`config.mk`:
```
export PLATFORM = sky130hd
export DESIGN_NAME = secded_codec
export DESIGN_NICKNAME = d
export VERILOG_FILES = /design/src/rtl/secded_pkg.sv /design/src/rtl/secded_enc.sv /design/src/rtl/secded_dec.sv /design/src/rtl/secded_fix.sv /design/src/rtl/secded_codec.sv
export SDC_FILE = /design/constraint.sdc
export NUM_CORES = 1
export LEC_CHECK = 0
export BUFFER_PORTS_ARGS = -buffer_cell sky130_fd_sc_hd__buf_2
export CAP_MARGIN = 15
export CORE_ASPECT_RATIO = 1.2
export CORE_MARGIN = 3
export CORE_UTILIZATION = 30
export DETAILED_ROUTE_END_ITERATION = 8
export GPL_TIMING_DRIVEN = 0
export MAX_ROUTING_LAYER = met4
export PLACE_DENSITY = 0.58
export SYNTH_ARGS = -nofsm -noshare
export SYNTH_HDL_FRONTEND = slang
export SYNTH_SLANG_ARGS = --single-unit
```
`constraint.sdc`:
```
create_clock -name clk -period 1.9 [get_ports clk]
set_clock_uncertainty 0.2 [all_clocks]
set_input_delay 0 -clock clk [delete_from_list [all_inputs] [get_ports clk]]
set_output_delay 0 -clock clk [all_outputs]
set_load 0.03 [all_outputs]
```
`src/rtl/secded_pkg.sv`:
```
`timescale 1ns/1ps
package secded_pkg;

    localparam int DATA_W = 32;
    localparam int CHK_W  = 7;

    // check bits whose parity is inverted so that all-zero memory is illegal
    localparam logic [CHK_W-1:0] CHK_INVERT = 7'h03;

    typedef struct packed {
        logic [CHK_W-1:0]  enc_check;
        logic [DATA_W-1:0] fix_data;
        logic [CHK_W-1:0]  syndrome;
        logic              err_n;
        logic              merr_n;
    } codec_out_t;

    // cyclic rotation of a check-space mask by k places
    function automatic logic [CHK_W-1:0] rot_mask(input logic [CHK_W-1:0] m, input int k);
        logic [CHK_W-1:0] r;
        r = '0;
        for (int i = 0; i < CHK_W; i++) begin
            r[(i + k) % CHK_W] = m[i];
        end
        return r;
    endfunction

    // column of the parity matrix for data bit j:
    // three weight-3 rotation classes, one weight-5 class, four balancing columns
    function automatic logic [CHK_W-1:0] data_column(input int j);
        if (j < 7)       return rot_mask(7'h23, j);
        else if (j < 14) return rot_mask(7'h13, j - 7);
        else if (j < 21) return rot_mask(7'h15, j - 14);
        else if (j < 28) return rot_mask(7'h76, j - 21);
        else begin
            case (j)
                28:      return 7'h61;
                29:      return 7'h62;
                30:      return 7'h1C;
                default: return 7'h1F;
            endcase
        end
    endfunction

    // data bits covered by check bit r
    function automatic logic [DATA_W-1:0] row_mask(input int r);
        logic [DATA_W-1:0] m;
        logic [CHK_W-1:0]  c;
        m = '0;
        for (int j = 0; j < DATA_W; j++) begin
            c    = data_column(j);
            m[j] = c[r];
        end
        return m;
    endfunction

endpackage

```
`src/rtl/secded_enc.sv`:
```
`timescale 1ns/1ps
module secded_enc
    import secded_pkg::*;
#(
    parameter int DW = DATA_W,
    parameter int CW = CHK_W
) (
    input  logic [DW-1:0] data_i,
    output logic [CW-1:0] check_o
);
    for (genvar r = 0; r < CW; r++) begin : g_row
        localparam logic [DW-1:0] ROW = row_mask(r);
        assign check_o[r] = (^(data_i & ROW)) ^ CHK_INVERT[r];
    end
endmodule

```
`src/rtl/secded_dec.sv`:
```
`timescale 1ns/1ps
module secded_dec
    import secded_pkg::*;
#(
    parameter int DW = DATA_W,
    parameter int CW = CHK_W
) (
    input  logic [CW-1:0] syndrome_i,
    output logic [DW-1:0] flip_o,
    output logic          err_n_o,
    output logic          merr_n_o
);
    logic any_err;
    logic data_hit;
    logic check_hit;

    for (genvar j = 0; j < DW; j++) begin : g_col
        localparam logic [CW-1:0] COL = data_column(j);
        assign flip_o[j] = (syndrome_i == COL);
    end

    always_comb begin
        any_err   = |syndrome_i;
        data_hit  = |flip_o;
        check_hit = $onehot(syndrome_i);
        err_n_o   = !any_err;
        merr_n_o  = !(any_err && !data_hit && !check_hit);
    end
endmodule

```
`src/rtl/secded_fix.sv`:
```
`timescale 1ns/1ps
module secded_fix
    import secded_pkg::*;
#(
    parameter int DW = DATA_W
) (
    input  logic [DW-1:0] data_i,
    input  logic [DW-1:0] flip_i,
    output logic [DW-1:0] data_o
);
    assign data_o = data_i ^ flip_i;
endmodule

```
`src/rtl/secded_codec.sv`:
```
`timescale 1ns/1ps
module secded_codec
    import secded_pkg::*;
(
    input  logic              clk,
    input  logic              rst_n,
    input  logic [DATA_W-1:0] enc_data_i,
    output logic [CHK_W-1:0]  enc_check_o,
    input  logic [DATA_W-1:0] rd_data_i,
    input  logic [CHK_W-1:0]  rd_check_i,
    output logic [DATA_W-1:0] fix_data_o,
    output logic [CHK_W-1:0]  syndrome_o,
    output logic              err_n_o,
    output logic              merr_n_o
);
    logic [CHK_W-1:0]  wr_check;
    logic [CHK_W-1:0]  rd_recalc;
    logic [CHK_W-1:0]  syn;
    logic [DATA_W-1:0] flip;
    logic [DATA_W-1:0] fixed;
    logic              err_n;
    logic              merr_n;

    codec_out_t out_d, out_q;

    secded_enc u_wr_enc (.data_i(enc_data_i), .check_o(wr_check));
    secded_enc u_rd_enc (.data_i(rd_data_i),  .check_o(rd_recalc));

    assign syn = rd_check_i ^ rd_recalc;

    secded_dec u_dec (
        .syndrome_i(syn),
        .flip_o    (flip),
        .err_n_o   (err_n),
        .merr_n_o  (merr_n)
    );

    secded_fix u_fix (.data_i(rd_data_i), .flip_i(flip), .data_o(fixed));

    always_comb begin
        out_d           = out_q;
        out_d.enc_check = wr_check;
        out_d.syndrome  = syn;
        out_d.err_n     = err_n;
        out_d.merr_n    = merr_n;
        out_d.fix_data  = fixed;
    end

    always_ff @(posedge clk or negedge rst_n) begin
        if (!rst_n) begin
            out_q <= '{enc_check: '0, fix_data: '0, syndrome: '0, err_n: 1'b1, merr_n: 1'b1};
        end else begin
            out_q <= out_d;
        end
    end

    assign enc_check_o = out_q.enc_check;
    assign fix_data_o  = out_q.fix_data;
    assign syndrome_o  = out_q.syndrome;
    assign err_n_o     = out_q.err_n;
    assign merr_n_o    = out_q.merr_n;
endmodule

```
==> flow_summary.yaml <==
sta:
  rsz0062_at_grt: "yes"
  fmax_mhz: 292
  fin_crit_sh_pct: 180
  slew_headroom_pct: 69.9
  layout_min_cycle_time_ns: 3.43
  postLayoutSetupSlackWorst_ns: -1.53
  tightest_slew_ns: 0.449
  worst_hold_slack_ns: 0.0232
  maxSlewViolCount: 0
  final-setup-viol-count: 32
  hold_viol_final: 0
  tns_ns: -6.96
yosys:
  syn_inst: 341
  synth_cell_type_count: 42
  synth-xor-area-share_pct: 46.4
  synth-seq-cells: 48
  synth.area.mux_share_pct: 0.871
  synth_top_family_by_area: "XOR/XNOR gates"
  synthFlopType: "dfrtp_1"
  synth_warnings: 0
  synth_edf_count: 0
  postSynthAreaPerCell_um2: 10.5
  synth_area_um2: 3590
  synth_nets: 427
  synth-async-reset-ratio_pct: 100
  yosysSeqAreaShare_pct: 33.5
  synth_fa_ha_area_share_pct: 4.95
  synth-simple-area-share_pct: 8.96
  synth_compound_area_share_pct: 3.03
worst_setup_path:
  critPathCaptureType: "register"
  path_class: "in -> reg"
  cp-start-kind: "primary input"
  critPathArrivalTime_ns: 3.43
  crit_fanout: 10
  critical_path_required_ns: 1.90
power:
  ir_drop_uv: 817
  p_leak_nw: 2.75
  p_per_area_nw_per_um2: 1600
global_route:
  grt_pass1_wl_mm: 16.7
  grt_pass1_vias: 3242
  antenna_found_initial: 0
  grt_max_degree: 49
  grt_overflow: 0
  grt.total_usage_pct: 16.7
floorplan:
  rows: 43
  boundaryPins: 121
  core-area_um2: 11600
  die_w_um: 106
  start_util_pct: 30.9
  dieArea_um2: 13300
  die_h_um: 126
placement:
  dp_hpwl_mm: 7.89
  dp_slack_ns: -1.95
  place.port_buffers: 120
  gp_congestion: 0.904
clocking:
  cts_tree: "yes"
  path_clk_slew_ns: 0.06
  cts_buffers: 5
  ctsHtreeMaxLevel: 2
  ctsLongestPathBuffers: 2
  cts.sinks: 48
  cts-root-buf: "clkbuf_16"
detailed_routing:
  via_count: 3051
  drt-pass1-iter-count: 4
  first_iter_violations: 119
  viasPerCell: 4.42
  wirelength_mm: 11.3
  wl_per_cell_um: 16.3
  ant_nets: 0
  drcViolationCount: 0
cells_and_area:
  drive_above_1_share_pct: 51.6
  antenna_cells: 0
  utilization_pct: 52.9
  area_growth_pct: 71.3
  nets: 618
outcome:
  status: "finished, violations left"
  violations: "setup timing"
hold_path:
  hold_class: "in -> reg"
run:
  cap_violations: 0
## worst max-delay path, cell delays in order
cell and delay, ns:
buf_4 0.13, xnor3_1 0.44, xnor3_1 0.41, xnor3_1 0.25
buf_6 0.18, fa_1 0.54, inv_1 0.05, ha_2 0.18
fa_2 0.54, nor3b_2 0.05, a31oi_1 0.15, o2111a_1 0.23
o311a_1 0.16, nand4b_1 0.11
## stage by stage
stage,area (um2),power (W),cells
2_1_floorplan,3800,0.00589,341
3_3_place_gp,4600,0.00723,618
3_5_place_dp,4600,0.00730,618
4_1_cts,5730,0.00932,681
5_1_grt,6150,0.0106,690
6_report,6150,0.00981,690
## final cells by class
class	count	area [um2]
inverters	12	57.6
multi-input cells	277	3140
repair buffers	186	1380
flip-flops and latches	48	1200
well taps	157	196
plain buffers	2	22.5
fillers	1012	5470
clock buffers	8	146
## state kept, by name, indices dropped and copies added (netlist names)
signal / flops
syndrome_o: 7
err_n_o: 1
merr_n_o: 1
enc_check_o: 7
fix_data_o: 32
## per-layer routing
layer / track usage, % / part of all wire, %
met1: 17.6 / 35
met3: 1.85 / 4.0
met4: 5.95 / 2.7
met2: 31.7 / 58
met5: - / 0
## final timing paths
check / startpoint / to / slack [ns] / depth (start not counted)
max in group asynchronous: rst_n / merr_n_o / 0.45 / 4
max: rd_data_i[20] / merr_n_o / -1.53 / 14
min in group asynchronous: rst_n / fix_data_o[6] / 0.49 / 3
min: enc_data_i[14] / enc_check_o[4] / 0.02 / 4
## synthesized netlist by cell type (all sizes together) (2+ instances only)
library cell,number,area (um2)
nand2b,2,12.5
and3,2,13.8
a31oi,2,12.5
xnor3,9,205
nor2,35,131
xnor2,112,981
ha,11,138
or3,2,12.5
inv,12,52.6
mux2i,2,20.0
xor2,49,455
fa,2,40.0
o21ai,4,20.0
dfrtp,46,1150
nand2,23,86.3
a21oi,2,10.0
buf,3,23.8
dfstp,2,52.6
o22ai,2,12.5
nand3,6,30.0
## repair_timing
item	in CTS	in global routing
hold buffers	37	1
resized for setup	103	68
pin swaps	35	38
hold endpoints to repair	82	13
setup buffers	20	9
setup endpoints to repair	34	33
## where the power goes
group / leakage, nW / switching [W] / internal (W)
Combinational: 2.12 / 0.00420 / 0.00334
Sequential: 0.557 / 0.0000723 / 0.00132
Clock: 0.0712 / 0.000350 / 0.000525
Total: 2.75 / 0.00463 / 0.00519
## cell families after synthesis
| group | Yosys count |
|---|---|
| DFF | 48 |
| and+or+nand+nor | 74 |
| muxes | 3 |
| buffers and inverters | 16 |
| xor gates and xnor gates | 171 |
| AOI/OAI and AO/OA | 16 |
| adders and majority gates | 13 |
## cell usage in the layout (no fill, tap or decap), types with 5 or more instances in the layout
| master | instances |
|---|---|
| xnor2_2 | 32 |
| buf_4 | 25 |
| xnor2_1 | 70 |
| clkbuf_16 | 5 |
| nand2_4 | 6 |
| buf_12 | 5 |
| dfrtp_1 | 46 |
| xnor2_4 | 10 |
| dlygate4sd3_1 | 38 |
| xor2_2 | 6 |
| nor2_4 | 18 |
| buf_6 | 17 |
| xor2_1 | 40 |
| inv_1 | 5 |
| xnor3_1 | 5 |
| buf_2 | 100 |
| nor2_2 | 6 |
| nand2_1 | 13 |
| nor2_1 | 11 |
Power figures use the tool's default switching activity.
